[src/rtl/pll_regs_pkg.sv]
package pll_regs_pkg;
  localparam int REG_W   = 8;
  localparam int FIELD_W = 4;
  // control register bit positions
  localparam int C_IE   = 7;
  localparam int C_FLAG = 6;
  localparam int C_ON   = 5;
  localparam int C_BCS  = 4;
  // bandwidth register bit positions
  localparam int B_AUTO = 7;
  localparam int B_LOCK = 6;
  localparam int B_ACQ  = 5;
  localparam int B_XLD  = 4;
  localparam logic [FIELD_W-1:0] RSVD_READ  = '1;
  localparam logic [FIELD_W-1:0] MULT_RST   = 4'h6;
  localparam logic [FIELD_W-1:0] RANGE_RST  = 4'h6;
endpackage

[src/rtl/pll_ctrl_reg.sv]
module pll_ctrl_reg
  import pll_regs_pkg::*;
(
  input  logic             clk,
  input  logic             rst,
  input  logic             wr_ctrl,
  input  logic             rd_ctrl,
  input  logic [REG_W-1:0] wdata,
  input  logic             auto_mode,
  input  logic             range_zero,
  input  logic             lock_chg,
  output logic             ie,
  output logic             flag,
  output logic             loop_on,
  output logic             bcs
);
  logic armed;

  always_ff @(posedge clk) begin
    if (rst) begin
      ie      <= 1'b0;
      flag    <= 1'b0;
      loop_on <= 1'b0;
      bcs     <= 1'b0;
      armed   <= 1'b0;
    end else begin
      // interrupt enable only lives in automatic mode
      if (!auto_mode)   ie <= 1'b0;
      else if (wr_ctrl) ie <= wdata[C_IE];

      // loop-on is pinned while the bus clock runs from the VCO
      if (wr_ctrl && !bcs) loop_on <= wdata[C_ON];

      // clock select judged against the stored loop-on and range
      if (!loop_on || range_zero) bcs <= 1'b0;
      else if (wr_ctrl)           bcs <= wdata[C_BCS];

      // read-then-write clear, set has priority
      if (rd_ctrl)      armed <= 1'b1;
      else if (wr_ctrl) armed <= 1'b0;

      if (auto_mode && lock_chg)   flag <= 1'b1;
      else if (wr_ctrl && armed)   flag <= 1'b0;
    end
  end

  p_ie_manual_r3: assert property (@(posedge clk) disable iff (rst)
    !auto_mode |=> !ie);
  p_bcs_needs_on_r5: assert property (@(posedge clk) disable iff (rst)
    bcs |-> loop_on);
  p_on_held_r7: assert property (@(posedge clk) disable iff (rst)
    bcs |=> loop_on);
  p_flag_set_r8: assert property (@(posedge clk) disable iff (rst)
    (auto_mode && lock_chg) |=> flag);
  p_flag_quiet_manual_r3: assert property (@(posedge clk) disable iff (rst)
    (!auto_mode && !flag) |=> !flag);
endmodule

[src/rtl/pll_bw_reg.sv]
module pll_bw_reg
  import pll_regs_pkg::*;
(
  input  logic             clk,
  input  logic             rst,
  input  logic             wr_bw,
  input  logic [REG_W-1:0] wdata,
  input  logic             acq_in,
  output logic             auto_mode,
  output logic             acq,
  output logic             xld
);
  always_ff @(posedge clk) begin
    if (rst) begin
      auto_mode <= 1'b0;
      acq       <= 1'b0;
      xld       <= 1'b0;
    end else begin
      if (wr_bw) begin
        auto_mode <= wdata[B_AUTO];
        xld       <= wdata[B_XLD];
      end
      if (auto_mode)  acq <= acq_in;
      else if (wr_bw) acq <= wdata[B_ACQ];
    end
  end

  p_acq_tracks_r4: assert property (@(posedge clk) disable iff (rst)
    auto_mode |=> (acq == $past(acq_in)));
endmodule

[src/rtl/pll_prog_reg.sv]
module pll_prog_reg
  import pll_regs_pkg::*;
(
  input  logic               clk,
  input  logic               rst,
  input  logic               wr_prog,
  input  logic [REG_W-1:0]   wdata,
  input  logic               loop_on,
  output logic [FIELD_W-1:0] mult,
  output logic [FIELD_W-1:0] vco_range
);
  always_ff @(posedge clk) begin
    if (rst) begin
      mult      <= MULT_RST;
      vco_range <= RANGE_RST;
    end else if (wr_prog && !loop_on) begin
      mult      <= wdata[REG_W-1 -: FIELD_W];
      vco_range <= wdata[FIELD_W-1:0];
    end
  end

  p_prog_frozen_r6: assert property (@(posedge clk) disable iff (rst)
    loop_on |=> $stable({mult, vco_range}));
endmodule

[src/rtl/pll_regs_interlock.sv]
module pll_regs_interlock
  import pll_regs_pkg::*;
#(
  parameter int          ADDR_W    = 8,
  parameter logic [7:0]  CTRL_ADDR = 8'h5C,
  parameter logic [7:0]  BW_ADDR   = 8'h5D,
  parameter logic [7:0]  PROG_ADDR = 8'h5E
) (
  input  logic               clk,
  input  logic               rst,
  input  logic [ADDR_W-1:0]  addr,
  input  logic               wr_en,
  input  logic               rd_en,
  input  logic [REG_W-1:0]   wdata,
  output logic [REG_W-1:0]   rdata,
  input  logic               lock_in,
  input  logic               acq_in,
  output logic               irq,
  output logic               bus_clk_sel,
  output logic               pll_on,
  output logic [FIELD_W-1:0] mult,
  output logic [FIELD_W-1:0] vco_range
);
  logic sel_ctrl, sel_bw, sel_prog;
  logic lock_q, lock_prev, lock_chg;
  logic ie, flag, auto_mode, acq, xld;
  logic [REG_W-1:0] rd_mux;

  assign sel_ctrl = (addr == CTRL_ADDR[ADDR_W-1:0]);
  assign sel_bw   = (addr == BW_ADDR[ADDR_W-1:0]);
  assign sel_prog = (addr == PROG_ADDR[ADDR_W-1:0]);

  always_ff @(posedge clk) begin
    if (rst) begin
      lock_q    <= 1'b0;
      lock_prev <= 1'b0;
    end else begin
      lock_q    <= lock_in;
      lock_prev <= lock_q;
    end
  end
  assign lock_chg = lock_q ^ lock_prev;

  pll_ctrl_reg u_ctrl (
    .clk(clk), .rst(rst),
    .wr_ctrl(wr_en && sel_ctrl), .rd_ctrl(rd_en && sel_ctrl),
    .wdata(wdata), .auto_mode(auto_mode),
    .range_zero(vco_range == '0), .lock_chg(lock_chg),
    .ie(ie), .flag(flag), .loop_on(pll_on), .bcs(bus_clk_sel)
  );

  pll_bw_reg u_bw (
    .clk(clk), .rst(rst), .wr_bw(wr_en && sel_bw), .wdata(wdata),
    .acq_in(acq_in), .auto_mode(auto_mode), .acq(acq), .xld(xld)
  );

  pll_prog_reg u_prog (
    .clk(clk), .rst(rst), .wr_prog(wr_en && sel_prog), .wdata(wdata),
    .loop_on(pll_on), .mult(mult), .vco_range(vco_range)
  );

  always_comb begin
    rd_mux = '0;
    if (sel_ctrl)
      rd_mux = {ie, flag && auto_mode, pll_on, bus_clk_sel, RSVD_READ};
    else if (sel_bw)
      rd_mux = {auto_mode, lock_q && auto_mode, acq, xld, RSVD_READ};
    else if (sel_prog)
      rd_mux = {mult, vco_range};
  end

  always_ff @(posedge clk) begin
    if (rst)        rdata <= '0;
    else if (rd_en) rdata <= rd_mux;
  end

  assign irq = flag && ie;

  p_bcs_needs_range_r5: assert property (@(posedge clk) disable iff (rst)
    bus_clk_sel |-> (vco_range != '0));
endmodule

[config.mk]
export PLATFORM = sky130hd
export DESIGN_NAME = pll_regs_interlock
export DESIGN_NICKNAME = d
export VERILOG_FILES = /design/src/rtl/pll_regs_pkg.sv /design/src/rtl/pll_ctrl_reg.sv /design/src/rtl/pll_bw_reg.sv /design/src/rtl/pll_prog_reg.sv /design/src/rtl/pll_regs_interlock.sv
export SDC_FILE = /design/constraint.sdc
export NUM_CORES = 1
export LEC_CHECK = 0
export BUFFER_PORTS_ARGS = -buffer_cell sky130_fd_sc_hd__buf_2
export CORE_UTILIZATION = 40
export DETAILED_ROUTE_END_ITERATION = 7
export GPL_TIMING_DRIVEN = 0
export PLACE_DENSITY = 0.76
export SYNTH_ARGS = -nofsm -noshare
export SYNTH_HDL_FRONTEND = slang
export SYNTH_SLANG_ARGS = --single-unit
[constraint.sdc]
create_clock -name clk -period 1.4 [get_ports clk]
set_input_delay 0.28 -clock clk [delete_from_list [all_inputs] [get_ports clk]]
set_output_delay 0.28 -clock clk [all_outputs]
set_load 0.01 [all_outputs]
# After elaboration in Yosys (flattened, before gate mapping)
# Cells that the tools add are included.
dict set report op_classes {
  n_eq_ne 3
  n_mux 9
  n_reduce_logical 20
  bitwise_logic 2
}
# op count
set ops {}
lappend ops {{== test 8 x 7 -> 1 bit, second input constant} 3}
lappend ops {{two-way mux 8 bit} 3}
lappend ops {{logical AND 1 bit} 11}
lappend ops {{two-way mux 1 bit} 6}
lappend ops {{nonzero test 2 bit} 3}
lappend ops {{logical NOT 4 bit} 1}
lappend ops {{OR reduction 2 bit} 2}
lappend ops {{logical NOT 1 bit} 2}
lappend ops {{logical OR 1 bit} 1}
lappend ops {{inverter 1 bit} 1}
lappend ops {{XOR 1 bit} 1}
dict set report word_totals {
  output_inout_bits 19
  wordCells 47
  ff_bits 26
  inputBits 22
}

# Longest topological paths before layout
dict set report depth {
  depth_word 5
  depth_mapped 5
  depth_no_buf 3
}

# Modules after synthesis
# From an unflattened synthesis, not the netlist that was laid out.
dict set report unflattened {
  hier_cells 127
  area_unflattened_um2 1276.2
}
# mod instances cells_per_inst area_each_um2
set modules_own_cells {}
lappend modules_own_cells {pll_regs_interlock 1 62 605.6}
lappend modules_own_cells {pll_prog_reg 1 35 350.3}
lappend modules_own_cells {pll_ctrl_reg 1 19 200.2}
lappend modules_own_cells {pll_bw_reg 1 11 120.1}

# Worst setup path before layout
# No wires, ideal clock.
dict set report synth_path {
  path_type {input-to-reg}
  startpoint {input addr[1]}
  endpoint {register u_ctrl.loop_on}
  path_slack_ns 0.113
  arrival_time_ns 1.166
  required_ns 1.279
  path_stages 3
  cell_sequence {or3b_4 > nor4_2 > mux2_2}
}
dict set report synth_between {
  elab_chain_cells 3
}
# element line_no
set synth_lines {}
lappend synth_lines {{from (decl)} pll_regs_interlock.sv:11} ;# input logic [ADDR_W-1:0] addr,
lappend synth_lines {{== test 8 x 7 -> 1 bit} pll_regs_interlock.sv:29} ;# assign sel_ctrl = (addr == CTRL_ADDR[ADDR_W-1:0]);
lappend synth_lines {{logical AND 1 bit} pll_regs_interlock.sv:46} ;# .wr_ctrl(wr_en && sel_ctrl), .rd_ctrl(rd_en && sel_ctrl),
lappend synth_lines {{logical AND 1 bit} pll_ctrl_reg.sv:32} ;# if (wr_ctrl && !bcs) loop_on <= wdata[C_ON];
lappend synth_lines {{to (signal assigned)} pll_ctrl_reg.sv:32}
lappend synth_lines {{to (decl)} pll_ctrl_reg.sv:14} ;# output logic loop_on,
# Every way passes these cells.
# A chain may end at the register's enable or synchronous reset.

# Worst setup path after layout
dict set report layout_path {
  startpoint {register u_ctrl.loop_on}
  endpoint {register u_prog.vco_range[2]}
}
dict set report layout_between {
  elab_chain_cells 2
}
# element line_no
set layout_lines {}
lappend layout_lines {{logical NOT 1 bit} pll_prog_reg.sv:16} ;# end else if (wr_prog && !loop_on) begin
lappend layout_lines {{logical AND 1 bit} pll_prog_reg.sv:16}
lappend layout_lines {{to (signal assigned)} pll_prog_reg.sv:18} ;# vco_range <= wdata[FIELD_W-1:0];
lappend layout_lines {{to (decl)} pll_prog_reg.sv:10} ;# output logic [FIELD_W-1:0] vco_range
# Every way passes these cells.

==> impl_metrics.env <==
export IMPL_outcome="finished clean"
export IMPL_ctsResizeCount=0
export IMPL_drv_cap=0
export IMPL_via_count=1137
export IMPL_path_class="reg -> reg"
export IMPL_vias_per_cell=5.08
export IMPL_die_y_um=59.3
export IMPL_finalSetupViolations=0
export IMPL_synth_area_leader_cell="dfxtp_1"
export IMPL_synth_cell_types=39
export IMPL_clockBufferDepth=2
export IMPL_max_slew_margin=0.674
export IMPL_routabilityCongestion=0.825
export IMPL_worstSkewPairLatency_ns=0.33
export IMPL_dieArea_um2=3510
export IMPL_gr_max_usage_layer="met2"
export IMPL_mappedNetlistArea_um2=1310
export IMPL_fill_cells=300
export IMPL_ys_seq_elements=26
export IMPL_drtIter0Drc=37
export IMPL_fin_nets=203
export IMPL_async_flop_share=0
export IMPL_use_met1=0.237
export IMPL_synth_most_common_cell="dfxtp_1"
export IMPL_reg2reg_depth=4
export IMPL_cp_end_kind="register"
export IMPL_ios=41
export IMPL_dp_hpwl_mm=2.37
export IMPL_drtAntennaViolNets=0
export IMPL_grt_pass1_wl_mm=4.97
export IMPL_cp_max_fo=8
export IMPL_wirelength_mm=3.04
export IMPL_clock_fmax_ghz=0.797
export IMPL_p_leak_nw=0.644
export IMPL_synth_edff_count=0
export IMPL_root_buffer="clkbuf_4"
export IMPL_peakVddDrop_uv=674
export IMPL_syn_inst=136
export IMPL_synth_top_area_frac=0.397
export IMPL_overflow=0
export IMPL_r2r_slack_ns=0.15
export IMPL_p_per_area_nw_per_um2=853
export IMPL_holdWs_ns=0.151
export IMPL_crit_arrival_ns=1.51
export IMPL_wl_per_cell_um=13.6
export IMPL_reg2reg_from="u_ctrl.loop_on"
export IMPL_drc=0
export IMPL_finalNonFillerCells=224
export IMPL_min_period_ns=1.25
export IMPL_antenna_found_initial=0
export IMPL_startpoint_type="register"
export IMPL_placed_cells=219
export IMPL_drive_gt1_frac=0.322
export IMPL_path_clk_slew_ns=0.15
export IMPL_syn2layout_area_growth_pct=24.6
export IMPL_critPathLaunch="u_ctrl.loop_on"
export IMPL_portBuffers=39
export IMPL_cts_tree="done"
export IMPL_synth_fp_nets=158
export IMPL_crit_end="u_prog.vco_range[2]"
export IMPL_hold_class="in -> reg"
export IMPL_ys_top_cells_by_count="dfxtp_1 (26), nand2b_1 (15), mux2i_1 (12), nor2b_1 (10), nor2_1 (9)"
export IMPL_grt_max_degree=16
export IMPL_core_area_um2=3080
export IMPL_fin_util=0.531
export IMPL_synth_seq_area_share=0.397
export IMPL_grt_total_usage=0.187
export IMPL_postCtsSetupRepairBufs=1
export IMPL_timing_final_crit_share=0.896
export IMPL_clock_sinks=26
export IMPL_rsz0062_at_grt="false"
export IMPL_cts_hold_buf=0
export IMPL_worst_slew_pin_transition_ns=0.489
export IMPL_final_setup_skew_ns=0.0115
export IMPL_hold_start="lock_in"
export IMPL_antenna_cells=0
export IMPL_yosys_top_cells_area="dfxtp_1 (40%), mux2i_1 (9.2%), nand2b_1 (7.1%)"
export IMPL_critPathRequiredTime_ns=1.66
export IMPL_use_met2=0.324
export IMPL_dr_pass1_iters=4
export IMPL_grtUsageMet3=0.0459
export IMPL_hold_viol=0
export IMPL_ctsHtreeMaxLevel=1
export IMPL_yosys_warnings=0
export IMPL_syn_avg_cell_area_um2=9.65
export IMPL_rr_endpoint="u_prog.vco_range[2]"
export IMPL_fp_row_count=20
export IMPL_initial_core_util=0.426
export IMPL_slew_violations=0
export IMPL_grt_pass1_vias=1117
export IMPL_ys_flop_type="dfxtp_1"
export IMPL_die_x_um=59.3
export IMPL_cts_made_buffers=3
-- critical path, stage by stage (launching register included) --
cell and delay, ns:
dfxtp_1 0.36, nand4bb_1 0.24, nor3_4 0.24, buf_12 0.17
mux2i_1 0.18
-- state kept, by name (all words and copies together), names as in the netlist --
name	flops
u_ctrl.ie	1
u_ctrl.loop_on	1
u_prog.vco_range	4
u_bw.auto_mode	1
u_bw.acq	1
u_ctrl.bcs	1
u_prog.mult	4
u_ctrl.armed	1
lock_q	1
rdata	8
u_bw.xld	1
u_ctrl.flag	1
lock_prev	1
-- cell families (layout without fill, tap and decap cells) --
family,count (synthesis),after routing,share of synthesized area
buffers and inverters,15,59,0.0448
AOI/OAI and AO/OA,22,22,0.123
xor gates and xnor gates,1,1,0.00667
DFF,26,26,0.397
and+or+nand+nor,55,55,0.295
muxes,17,17,0.134
-- through the flow --
step / area (um2) / setup WS (ns) / setup TNS, ns / total power, mW
finish: 1640 / 0.146 / 0 / 1.39
global route: 1640 / 0.0596 / 0 / 1.45
CTS: 1640 / 0.153 / 0 / 1.40
detailed placement: 1560 / -0.143 / -1.13 / 0.892
global placement: 1560 / -0.0792 / -0.672 / 0.886
floorplan: 1310 / 0.113 / 0 / 0.837
-- report_power, final --
part / total, mW / switching, mW / internal (mW)
clock network: 0.517 / 0.228 / 0.290
logic: 0.130 / 0.0726 / 0.0579
registers: 0.746 / 0.00250 / 0.744
total: 1.39 / 0.303 / 1.09
-- layout by cell type, fill, tap and decap left out, drive strengths merged, types with 2 or more instances in the layout --
cell type / synthesis / layout
buf: 1 / 41
dfxtp: 26 / 26
nand2b: 15 / 15
mux2i: 12 / 12
clkbuf: 8 / 11
nor2b: 10 / 10
nor2: 9 / 9
mux2: 5 / 5
a21oi: 5 / 5
inv: 5 / 5
o32ai: 4 / 4
o2111ai: 4 / 4
a22oi: 3 / 3
nand3: 2 / 2
nand2: 2 / 2
nor3: 2 / 2
nand3b: 2 / 2
nand4bb: 2 / 2
-- per-layer routing --
layer | wire length, um | part of all wire | up-vias
met2 | 1540 | 0.51 | 33
met4 | 14 | 0.0046 | 0
met1 | 1340 | 0.44 | 524
met3 | 146 | 0.048 | 2
li1 | - | - | 578
met5 | 0 | 0 | -
-- worst min-delay path by stage --
stage                              to  slack, ns  depth (start not counted)
after floorplan                lock_q       0.41                          1
after global placement    u_ctrl.flag       0.44                          1
after detailed placement  u_ctrl.flag       0.45                          1
after CTS                      lock_q       0.15                          2
after global routing           lock_q       0.17                          2
final                          lock_q       0.15                          2
-- cell type report --
| type | count | area, um2 | share of cell area |
|---|---|---|---|
| plain buffers | 9 | 36.3 | 0.0222 |
| clock buffers | 3 | 22.5 | 0.0138 |
| clock inverters | 1 | 30.0 | 0.0184 |
| inverters | 6 | 22.5 | 0.0138 |
| multi-input cells | 95 | 733 | 0.448 |
| flip-flops and latches | 26 | 520 | 0.318 |
| well taps | 44 | 55.1 | 0.0337 |
| repair buffers | 40 | 215 | 0.132 |
(Power assumes the default switching activity.)
